[src/rtl/spi_evt_pkg.sv]
package spi_evt_pkg;
  localparam int unsigned NEV = 9;

  typedef enum logic [1:0] {
    A_CMD    = 2'd0,
    A_MASK   = 2'd1,
    A_EVENT  = 2'd2,
    A_STATUS = 2'd3
  } reg_sel_e;

  // event flag positions
  localparam int unsigned EV_MDONE = 0;
  localparam int unsigned EV_SDONE = 1;
  localparam int unsigned EV_TXREQ = 2;
  localparam int unsigned EV_TXOVF = 3;
  localparam int unsigned EV_TXUDF = 4;
  localparam int unsigned EV_RXREQ = 5;
  localparam int unsigned EV_RXOVF = 6;
  localparam int unsigned EV_RXUDF = 7;
  localparam int unsigned EV_MMERR = 8;

  localparam logic [NEV-1:0] ERR_SET =
    (NEV'(1) << EV_SDONE) | (NEV'(1) << EV_TXOVF) | (NEV'(1) << EV_TXUDF) |
    (NEV'(1) << EV_RXOVF) | (NEV'(1) << EV_RXUDF) | (NEV'(1) << EV_MMERR);

  // command bit positions
  localparam int unsigned CB_START = 0;
  localparam int unsigned CB_RXCLR = 1;
  localparam int unsigned CB_TXCLR = 2;
endpackage

[src/rtl/spi_evt_bank.sv]
module spi_evt_bank
  import spi_evt_pkg::*;
(
  input  logic           clk,
  input  logic           rst_n,
  input  logic [NEV-1:0] pulse,
  input  logic [NEV-1:0] clr,
  input  logic           mask_we,
  input  logic [NEV-1:0] mask_d,
  output logic [NEV-1:0] ev,
  output logic [NEV-1:0] mask,
  output logic           irq
);
  for (genvar i = 0; i < NEV; i++) begin : g_bit
    logic ev_b;
    logic mk_b;
    always_ff @(posedge clk) begin
      if (!rst_n) begin
        ev_b <= 1'b0;
        mk_b <= 1'b1;
      end else begin
        if (pulse[i])      ev_b <= 1'b1;   // set wins over clear
        else if (clr[i])   ev_b <= 1'b0;
        if (mask_we)       mk_b <= mask_d[i];
      end
    end
    assign ev[i]   = ev_b;
    assign mask[i] = mk_b;
  end

  assign irq = |(ev & ~mask);
endmodule

[src/rtl/spi_fifo_clr_seq.sv]
module spi_fifo_clr_seq #(
  parameter int unsigned HOLD = 2
) (
  input  logic clk,
  input  logic rst_n,
  input  logic go,
  output logic busy,
  output logic flush
);
  localparam int unsigned AW = $clog2(HOLD + 1);
  localparam logic [AW-1:0] LAST = AW'(HOLD - 1);

  logic [AW-1:0] age;

  always_ff @(posedge clk) begin
    if (!rst_n) begin
      busy  <= 1'b0;
      flush <= 1'b0;
      age   <= '0;
    end else begin
      flush <= 1'b0;
      if (busy) begin
        if (age == LAST) begin
          busy  <= 1'b0;
          flush <= 1'b1;
        end else begin
          age <= age + 1'b1;
        end
      end else if (go) begin
        busy <= 1'b1;
        age  <= '0;
      end
    end
  end
endmodule

[src/rtl/spi_evt_ctrl.sv]
module spi_evt_ctrl
  import spi_evt_pkg::*;
#(
  parameter int unsigned DW       = 16,
  parameter int unsigned CLR_HOLD = 2
) (
  input  logic          clk,
  input  logic          rst_n,
  input  logic          reg_wr,
  input  logic [1:0]    reg_addr,
  input  logic [DW-1:0] reg_wdata,
  output logic [DW-1:0] reg_rdata,
  input  logic [8:0]    evt_pulse,
  input  logic          dev_ready,
  input  logic          subsys_ready,
  input  logic          txf_full,
  input  logic          rxf_empty,
  output logic          irq,
  output logic          err_pending,
  output logic          done_ok,
  output logic          start_pulse,
  output logic          rx_flush,
  output logic          tx_flush
);
  logic wr_cmd, wr_mask, wr_evt;
  logic [NEV-1:0] ev_w, mask_w, clr_w;
  logic rx_busy, tx_busy;
  logic [4:0] stat_w;

  assign wr_cmd  = reg_wr && (reg_addr == A_CMD);
  assign wr_mask = reg_wr && (reg_addr == A_MASK);
  assign wr_evt  = reg_wr && (reg_addr == A_EVENT);
  assign clr_w   = wr_evt ? reg_wdata[NEV-1:0] : '0;

  spi_evt_bank u_bank (
    .clk(clk), .rst_n(rst_n), .pulse(evt_pulse), .clr(clr_w),
    .mask_we(wr_mask), .mask_d(reg_wdata[NEV-1:0]),
    .ev(ev_w), .mask(mask_w), .irq(irq)
  );

  spi_fifo_clr_seq #(.HOLD(CLR_HOLD)) u_rxclr (
    .clk(clk), .rst_n(rst_n), .go(wr_cmd && reg_wdata[CB_RXCLR]),
    .busy(rx_busy), .flush(rx_flush)
  );

  spi_fifo_clr_seq #(.HOLD(CLR_HOLD)) u_txclr (
    .clk(clk), .rst_n(rst_n), .go(wr_cmd && reg_wdata[CB_TXCLR]),
    .busy(tx_busy), .flush(tx_flush)
  );

  always_ff @(posedge clk) begin
    if (!rst_n) start_pulse <= 1'b0;
    else        start_pulse <= wr_cmd && reg_wdata[CB_START];
  end

  assign err_pending = |(ev_w & ERR_SET);
  assign done_ok     = ev_w[EV_MDONE] && !err_pending;
  assign stat_w      = {rxf_empty, txf_full, irq, subsys_ready, dev_ready};

  always_comb begin
    reg_rdata = '0;
    unique case (reg_addr)
      A_CMD: begin
        reg_rdata[CB_RXCLR] = rx_busy;
        reg_rdata[CB_TXCLR] = tx_busy;
      end
      A_MASK:   reg_rdata[NEV-1:0] = mask_w;
      A_EVENT:  reg_rdata[NEV-1:0] = ev_w;
      A_STATUS: reg_rdata[4:0]     = stat_w;
      default:  reg_rdata = '0;
    endcase
  end
endmodule

[config.mk]
export PLATFORM = sky130hd
export DESIGN_NAME = spi_evt_ctrl
export DESIGN_NICKNAME = d
export VERILOG_FILES = /design/src/rtl/spi_evt_pkg.sv /design/src/rtl/spi_evt_bank.sv /design/src/rtl/spi_fifo_clr_seq.sv /design/src/rtl/spi_evt_ctrl.sv
export SDC_FILE = /design/constraint.sdc
export NUM_CORES = 1
export LEC_CHECK = 0
export ABC_AREA = 1
export BUFFER_PORTS_ARGS = -buffer_cell sky130_fd_sc_hd__buf_4
export CORE_MARGIN = 1.5
export CORE_UTILIZATION = 25
export CTS_CLUSTER_SIZE = 20
export DETAILED_ROUTE_END_ITERATION = 10
export HOLD_SLACK_MARGIN = 0.05
export PLACE_DENSITY = 0.57
export SETUP_SLACK_MARGIN = 0.3
export SYNTH_ARGS = -nofsm -noshare
export SYNTH_HDL_FRONTEND = slang
export SYNTH_SLANG_ARGS = --single-unit
[constraint.sdc]
create_clock -name clk -period 2.9 [get_ports clk]
set_input_delay 0.29 -clock clk [delete_from_list [all_inputs] [get_ports clk]]
set_output_delay 0.29 -clock clk [all_outputs]
set_load 0.01 [all_outputs]
==> results of run 1 <==
[through the flow]
step                      hold slack, ps  area, µm²  worst slack [ps]  utilization  std cells
after CTS                            217       1860              1090        0.331        317
after detailed placement             445       1810              1100        0.323        313
after global routing                 214       1860               946        0.331        317
final                                221       1860              1090        0.331        317
after global placement               444       1810              1100        0.323        313
after floorplan                      407       1500              1520            -        212
[final timing paths]
check	startpoint	endpoint	slack, ps	cells past startpoint
setup / recovery	reg_addr[0]	reg_rdata[1]	1090	6
hold / removal	evt_pulse[3]	u_bank.g_bit[3].ev_b	220	3
setup reg to reg	u_rxclr.age[1]	u_rxclr.age[1]	1750	6
hold reg to reg	u_rxclr.busy	u_rxclr.flush	450	2
[logic make-up after synthesis]
kind of cell / after synthesis / share of synthesized area
other cells: 1 / 0.00254
buf+inv: 52 / 0.160
simple gates: 78 / 0.211
compound gates: 41 / 0.201
fa+ha+maj: 7 / 0.0592
flops: 27 / 0.365
[area by class of cell]
class	instances	area [µm²]
Sequential cell	27	541
Tap cell	72	90.1
Clock buffer	4	45.0
Timing Repair Buffer	41	308
Inverter	40	150
Fill cell	622	3750
Multi-Input combinational cell	133	724
[tightest hold or removal path: stages]
cell     delay, ps
buf_4           80
a21oi_1         30
nor2_1          60
[sequential cells by signal, summed over array words and instances (netlist names)]
| name | cells |
|---|---|
| u_txclr.age | 2 |
| start_pulse | 1 |
| u_bank.g_bit.mk_b | 9 |
| u_rxclr.busy | 1 |
| u_rxclr.flush | 1 |
| u_txclr.flush | 1 |
| u_txclr.busy | 1 |
| u_rxclr.age | 2 |
| u_bank.g_bit.ev_b | 9 |
[power groups by stage]
| stage | clock network (mW) | registers, mW | logic (mW) |
|---|---|---|---|
| after global routing | 0.240 | 0.406 | 0.179 |
| after CTS | 0.222 | 0.403 | 0.162 |
| after floorplan | 0 | 0.408 | 0.0985 |
| after global placement | 0 | 0.412 | 0.161 |
| final | 0.214 | 0.403 | 0.161 |
| after detailed placement | 0 | 0.412 | 0.161 |
[synthesized netlist by cell type, types with 2 or more instances]
cell type	count	area share
a21oi_1	17	0.058
a31oi_4	2	0.029
buf_2	3	0.010
buf_4	8	0.041
dfxtp_1	27	0.37
ha_1	7	0.059
inv_1	37	0.094
inv_2	3	0.0076
nand2_1	48	0.12
nand2_2	2	0.0085
nand3_1	7	0.024
nor2_1	18	0.046
o211ai_1	3	0.015
o211ai_2	6	0.051
o21ai_0	11	0.037
[routing by layer]
layer	vias up	routed length [µm]
li1	705	-
met1	592	1770
met3	2	213
met2	38	1600
met4	0	23
met5	-	0
==> impl_metrics.json, run 1 <==
{
  "path_cells": "buf_4 > inv_1 > ha_1 > nand2_1 > a32oi_1 > buf_4",
  "drt-wirelength-per-cell_um": 11.4,
  "slowest_library_cell_on_the_worst_path": "ha_1",
  "number_of_clock_buffers_inserted_by_tritoncts": 3,
  "mappedNetlistArea_um2": 1480,
  "setup-tns-final_ps": 0,
  "unrepaired_setup_endpoints_after_global_routing": "no",
  "num_vias": 1337,
  "path_buf_inv": 3,
  "drc_errors": 0,
  "clock_sinks": 27,
  "final.period_utilization": 0.623,
  "cts.path.max_buffers": 2,
  "globalRouteOverflowTotal": 0,
  "headroom_to_the_max_slew_limit": 0.632,
  "power.leakage_nw": 0.969,
  "fp.dieArea_um2": 6390,
  "fmaxAchievable_mhz": 554,
  "grt.total_usage": 0.118,
  "sw_frac_of_total": 0.281,
  "cp.arrival_ps": 1520,
  "drt-initial-drc-count": 120,
  "port_buffers": 41,
  "via_per_instance_ratio": 4.22,
  "post_cts.resized_instances": 0,
  "antenna_violating_nets_post_route": 0,
  "row_count": 27,
  "critical-path-top-cell-by-count": "buf_4",
  "yosysWarnings": 0,
  "layout.cells.most_common": "nand2_1",
  "postCtsHoldBufs": 0,
  "worst_supply_voltage_drop_on_vdd_uv": 257,
  "grt_pass1_vias": 1237,
  "clock-root-buffer": "clkbuf_8",
  "antenna_found_initial": 0,
  "postSynth.topFlopCell": "dfxtp_1",
  "grt_use_met3": 0.0297,
  "syn_to_final_growth_pct": 25.6,
  "ctsHtreeMaxLevel": 1,
  "postSynth.asyncResetShare": 0,
  "intPower_uw": 560,
  "finish.net_count": 287,
  "finalMaxSlewViolations": 0,
  "timing_worst_slew_pin_value_ps": 551,
  "cts_tree": "built",
  "layout-drive-gt1-share": 0.241,
  "chipHeight_um": 79.9,
  "top_usage_layer": "met2",
  "finalWorstPathRequiredPeriod_ps": 1810,
  "grt_use_met1": 0.161,
  "combinationalPowerShare": 0.207,
  "hold_violations": 0,
  "worst_skew_pair.late_latency_ps": 270,
  "clock_power_share": 0.275,
  "first_pass_iters": 4,
  "die_x_um": 79.9,
  "end_kind": "output pin",
  "netSwitchingPower_uw": 219,
  "finalSetupViolCount": 0,
  "path_class": "primary input to output pin",
  "status": "finished clean",
  "post_synth.cell_area_avg_um2": 7.18,
  "synthesis.instances": 206,
  "place_congestion": 0.770,
  "coreArea_um2": 5610,
  "p_total_uw": 778,
  "layout_common_cells": "48 x nand2_1, 41 x buf_4, 37 x inv_1",
  "first_pass_grt_wire_length_um": 5810,
  "num_io_pins": 56,
  "clkTransAtPathRegs_ps": 90,
  "place_hpwl_um": 2730,
  "totalWireLength_um": 3610,
  "power.density_cell_area_nw_per_um2": 419,
  "met2_usage": 0.187,
  "worst_path_largest_cell_delay_ps": 460,
  "floorplan.initialDensity": 0.264,
  "worst_ep_required_time_ps": 2610,
  "hold_path.class": "primary input to flip-flop",
  "num_antenna_cells": 0,
  "crit_path_start_kind": "primary input",
  "post_synth_edffs": 0,
  "power.share.sequential": 0.518,
  "post-cts-setup-buffers": 0,
  "ys_types": 22,
  "maxCapViolCount": 0,
  "critical_path.top_delay_family": "adder cells",
  "timing.critical_path.fanout_max": 13,
  "postSynthRegisterBits": 27,
  "grt_start_max_net_pins": 17,
  "sequential_fraction_of_the_synthesis_area": 0.365,
  "finalClockSkew_ps": 0.600
}
Note: power is estimated with default switching activity, not from simulation.
==> run 2: changes to the inputs <==
- PLACE_DENSITY: 0.57 -> 0.59
- clock period: 2.9 -> 1.6 ns (I/O delays scaled with it)
==> impl_metrics.json, run 2 (synthesis gave the netlist of run 1 again) <==
{
  "first_pass_grt_wire_length_um": 6090,
  "worst_ep_required_time_ps": 1440,
  "power.density_cell_area_nw_per_um2": 728,
  "setup-tns-final_ps": 0,
  "coreArea_um2": 5610,
  "layout_common_cells": "50 x buf_4, 46 x nand2_1, 34 x inv_1",
  "cts.path.max_buffers": 2,
  "hold_path.class": "primary input to flip-flop",
  "fin_ws_ps": 174,
  "ctsHtreeMaxLevel": 1,
  "totalWireLength_um": 3830,
  "place_hpwl_um": 2830,
  "number_of_clock_buffers_inserted_by_tritoncts": 3,
  "area.sequential_um2": 559,
  "p_total_mw": 1.48,
  "finalMaxSlewViolations": 0,
  "timing_worst_slew_pin_value_ps": 527,
  "antenna_violating_nets_post_route": 0,
  "largestRegisters": "u_bank.g_bit.ev_b: 9 flops, u_bank.g_bit.mk_b: 9 flops",
  "port_buffers": 41,
  "clock_sinks": 27,
  "clock-root-buffer": "clkbuf_8",
  "end_kind": "output pin",
  "hold_violations": 0,
  "num_antenna_cells": 0,
  "chipHeight_um": 79.9,
  "area_of_combinational_cells_with_multiple_inputs_um2": 781,
  "row_count": 27,
  "die_x_um": 79.9,
  "clkTransAtPathRegs_ps": 100,
  "finalCoreUtilization": 0.363,
  "grt_pass1_vias": 1291,
  "path_buf_inv": 2,
  "pre_cts_ws_ps": 115,
  "timing.critical_path.fanout_max": 2,
  "worst_skew_pair.late_latency_ps": 280,
  "syn_to_final_growth_pct": 37.8,
  "cp.arrival_ps": 1270,
  "drt-initial-drc-count": 65,
  "grt.total_usage": 0.123,
  "fmaxAchievable_mhz": 701,
  "path_cells": "inv_1 > o21ai_2 > nor2_1 > nand2_1 > nand2_1 > a21oi_2 > buf_4",
  "path_class": "flip-flop to output pin",
  "crit_path_start_kind": "flip-flop",
  "place_congestion": 0.785,
  "worst_path_largest_cell_delay_ps": 350,
  "unrepaired_setup_endpoints_after_global_routing": "yes",
  "status": "finished clean",
  "drc_errors": 0,
  "finalWorstPathRequiredPeriod_ps": 1430,
  "antenna_found_initial": 0,
  "finalSetupViolCount": 0,
  "first_pass_iters": 4,
  "finish.net_count": 299,
  "layout-drive-gt1-share": 0.385,
  "slowest_library_cell_on_the_worst_path": "dfxtp_2",
  "drt-wirelength-per-cell_um": 11.6,
  "globalRouteOverflowTotal": 0,
  "worst_supply_voltage_drop_on_vdd_uv": 314,
  "cts_tree": "built",
  "fp.dieArea_um2": 6390,
  "critical_path.top_delay_family": "flip-flops",
  "headroom_to_the_max_slew_limit": 0.648,
  "maxCapViolCount": 0,
  "finalClockSkew_ps": 0.348,
  "via_per_instance_ratio": 4.27,
  "power.leakage_nw": 1.04,
  "num_vias": 1404,
  "grt_start_max_net_pins": 17,
  "critical-path-top-cell-by-count": "nand2_1",
  "layout.cells.most_common": "buf_4",
  "final.period_utilization": 0.892,
  "floorplan.initialDensity": 0.264,
  "layout.filler_cells": 630,
  "num_io_pins": 56
}
run 2: cell count changes in the layout (fill, tap and decap cells not counted), sizes merged:
cell,previous run,this run
clkinvlp,0,1
clkbuf,4,3
buf,41,53
run 2: layout make-up:
class                      count  area share
multi-input combinational    133       0.383
sequential                    27       0.274
timing repair buffer          53       0.201
inverter                      40      0.0737
tap                           72      0.0442
clock buffer                   3      0.0203
clock inverter                 1     0.00368
run 2: path summary, 6_finish.rpt:
kind         cells after the start  slack [ps]                 start              endpoint
max reg2reg                      6         450        u_rxclr.age[1]        u_rxclr.age[1]
min                              3          80          evt_pulse[3]  u_bank.g_bit[3].ev_b
min reg2reg                      2         450          u_rxclr.busy         u_rxclr.flush
max                              7         170  u_bank.g_bit[6].ev_b          reg_rdata[2]
run 2: timing repair:
item                                   4_1_cts  5_1_grt
setup buffers                                4        3
endpoints found under the hold margin        0        0
pin swaps                                    1       10
gates resized for setup                     23       13
setup endpoints to repair                   11       12
hold buffers                                 0        0
run 2: metal layers:
metal / vias up / share of wire / track usage
li1: 729 / - / -
met1: 621 / 0.44 / 0.159
met2: 50 / 0.47 / 0.204
met3: 4 / 0.078 / 0.0297
met4: 0 / 0.0091 / 0.0310
met5: - / 0 / 0
run 2: worst reg2reg max path, stage by stage (launching register included):
cell     delay, ps
dfxtp_1        340
inv_1           40
ha_1           180
nor2_1         270
a31oi_4         70
nand2_1         70
a21oi_1         50
run 2: through the flow:
stage / cells / cell area [µm²] / hold slack [ps]
floorplan: 212 / 1500 / 277
global placement: 318 / 1850 / 365
detailed placement: 318 / 1850 / 371
CTS: 326 / 1980 / 74.1
global route: 329 / 2040 / 78.8
finish: 329 / 2040 / 79.1
run 2: power breakdown:
| part | switching (mW) | total [mW] | leakage [nW] | internal, mW |
|---|---|---|---|---|
| sequential | 0.0271 | 0.736 | 0.222 | 0.708 |
| combinational | 0.177 | 0.343 | 0.796 | 0.166 |
| clock | 0.228 | 0.406 | 0.0217 | 0.177 |
==> run 3: changes to the inputs <==
- REMOVE_ABC_BUFFERS: default -> 1
==> impl_metrics.json, run 3 (synthesis gave the netlist of run 1 again) <==
{
  "first_pass_grt_wire_length_um": 5970,
  "antenna_violating_nets_post_route": 0,
  "end_kind": "output pin",
  "drc_errors": 0,
  "finalClockSkew_ps": 0.173,
  "port_buffers": 41,
  "layout_common_cells": "47 x buf_4, 44 x nand2_1, 32 x inv_1",
  "worst_ep_required_time_ps": 1440,
  "ctsHtreeMaxLevel": 1,
  "power.density_cell_area_nw_per_um2": 723,
  "crit_path_start_kind": "flip-flop",
  "die_x_um": 79.9,
  "grt_pass1_vias": 1331,
  "largestRegisters": "u_bank.g_bit.ev_b: 9 flops, u_bank.g_bit.mk_b: 9 flops",
  "finalSetupViolCount": 0,
  "num_io_pins": 56,
  "path_class": "flip-flop to output pin",
  "cp.arrival_ps": 1250,
  "headroom_to_the_max_slew_limit": 0.622,
  "finish.net_count": 298,
  "cts_tree": "built",
  "chipHeight_um": 79.9,
  "final.period_utilization": 0.879,
  "row_count": 27,
  "setup-tns-final_ps": 0,
  "finalWorstPathRequiredPeriod_ps": 1410,
  "num_antenna_cells": 0,
  "first_pass_iters": 4,
  "timing_worst_slew_pin_value_ps": 567,
  "antenna_found_initial": 0,
  "finalMaxSlewViolations": 0,
  "totalWireLength_um": 3750,
  "fmaxAchievable_mhz": 711,
  "floorplan.initialDensity": 0.264,
  "maxCapViolCount": 0,
  "hold_violations": 0,
  "syn_to_final_growth_pct": 38.8,
  "coreArea_um2": 5610,
  "drt-initial-drc-count": 97,
  "clock-root-buffer": "clkbuf_8",
  "via_per_instance_ratio": 4.28,
  "worst_supply_voltage_drop_on_vdd_uv": 287,
  "finalCoreUtilization": 0.366,
  "grt_start_max_net_pins": 17,
  "grt.total_usage": 0.119,
  "unrepaired_setup_endpoints_after_global_routing": "yes",
  "place_congestion": 0.800,
  "layout.cells.most_common": "buf_4",
  "fp.dieArea_um2": 6390,
  "layout-drive-gt1-share": 0.410,
  "drt-wirelength-per-cell_um": 11.4,
  "hold_path.class": "primary input to flip-flop",
  "clock_sinks": 27,
  "hold_worst_slack_ps": 94.4,
  "power.leakage_nw": 1.03,
  "globalRouteOverflowTotal": 0,
  "worst_skew_pair.late_latency_ps": 280,
  "cts.path.max_buffers": 2,
  "timing.critical_path.fanout_max": 2,
  "clkTransAtPathRegs_ps": 90,
  "number_of_clock_buffers_inserted_by_tritoncts": 3,
  "layout.filler_cells": 612,
  "place_hpwl_um": 2810,
  "postCtsHoldBufs": 0,
  "status": "finished clean",
  "num_vias": 1403
}
==> run 3: changes by cell type in the layout (fill, tap and decap cells not counted), sizes merged <==
cell | previous run | this run
buf | 53 | 52
clkbuf | 3 | 4
clkinvlp | 1 | 0
==> run 3: area by class of cell <==
type / instances / area (µm²) / area share
well taps: 72 / 90.1 / 0.0439
repair buffers: 52 / 409 / 0.199
flip-flops and latches: 27 / 562 / 0.274
multi-input cells: 133 / 797 / 0.388
inverters: 40 / 150 / 0.0731
clock buffers: 4 / 45.0 / 0.0219
==> run 3: metrics by stage <==
step	cell area (µm²)	power [mW]	cells	setup WS, ps
after floorplan	1420	0.895	200	473
after global placement	1840	1.04	317	220
after detailed placement	1840	1.05	317	176
after CTS	1970	1.46	327	182
after global routing	2050	1.57	328	76.7
final	2050	1.48	328	193
==> run 3: what timing repair did <==
item                       in CTS  in global routing
pin swaps                       2                  5
buffers inserted                6                  1
resized for setup              22                 24
cloned                          0                  0
setup endpoints to repair      10                 11
==> run 3: layer usage <==
| layer | wire (µm) | vias up | global-route usage |
|---|---|---|---|
| met4 | 60 | 0 | 0.0414 |
| met2 | 1750 | 37 | 0.203 |
| li1 | - | 727 | - |
| met1 | 1730 | 633 | 0.150 |
| met3 | 206 | 6 | 0.0206 |
| met5 | 0 | - | 0 |
==> run 3: final timing paths <==
kind	start	endpoint	slack, ps	depth (start not counted)
max reg2reg	u_rxclr.age[1]	u_rxclr.age[1]	460	6
max	u_bank.g_bit[7].ev_b	reg_rdata[2]	190	7
min reg2reg	u_rxclr.busy	u_rxclr.flush	450	2
min	evt_pulse[1]	u_bank.g_bit[1].ev_b	90	3
==> run 3: worst max-delay path, stage by stage, from the launching register on <==
cell,delay (ps)
dfxtp_2,340
inv_1,50
o21ai_2,120
nor2_1,60
nand2_1,80
nand2_1,70
a21oi_2,120
buf_4,130
==> run 3: where the power goes <==
group / internal (mW) / switching [mW]
sequential: 0.709 / 0.0273
clock: 0.179 / 0.221
combinational: 0.167 / 0.180
total: 1.05 / 0.429
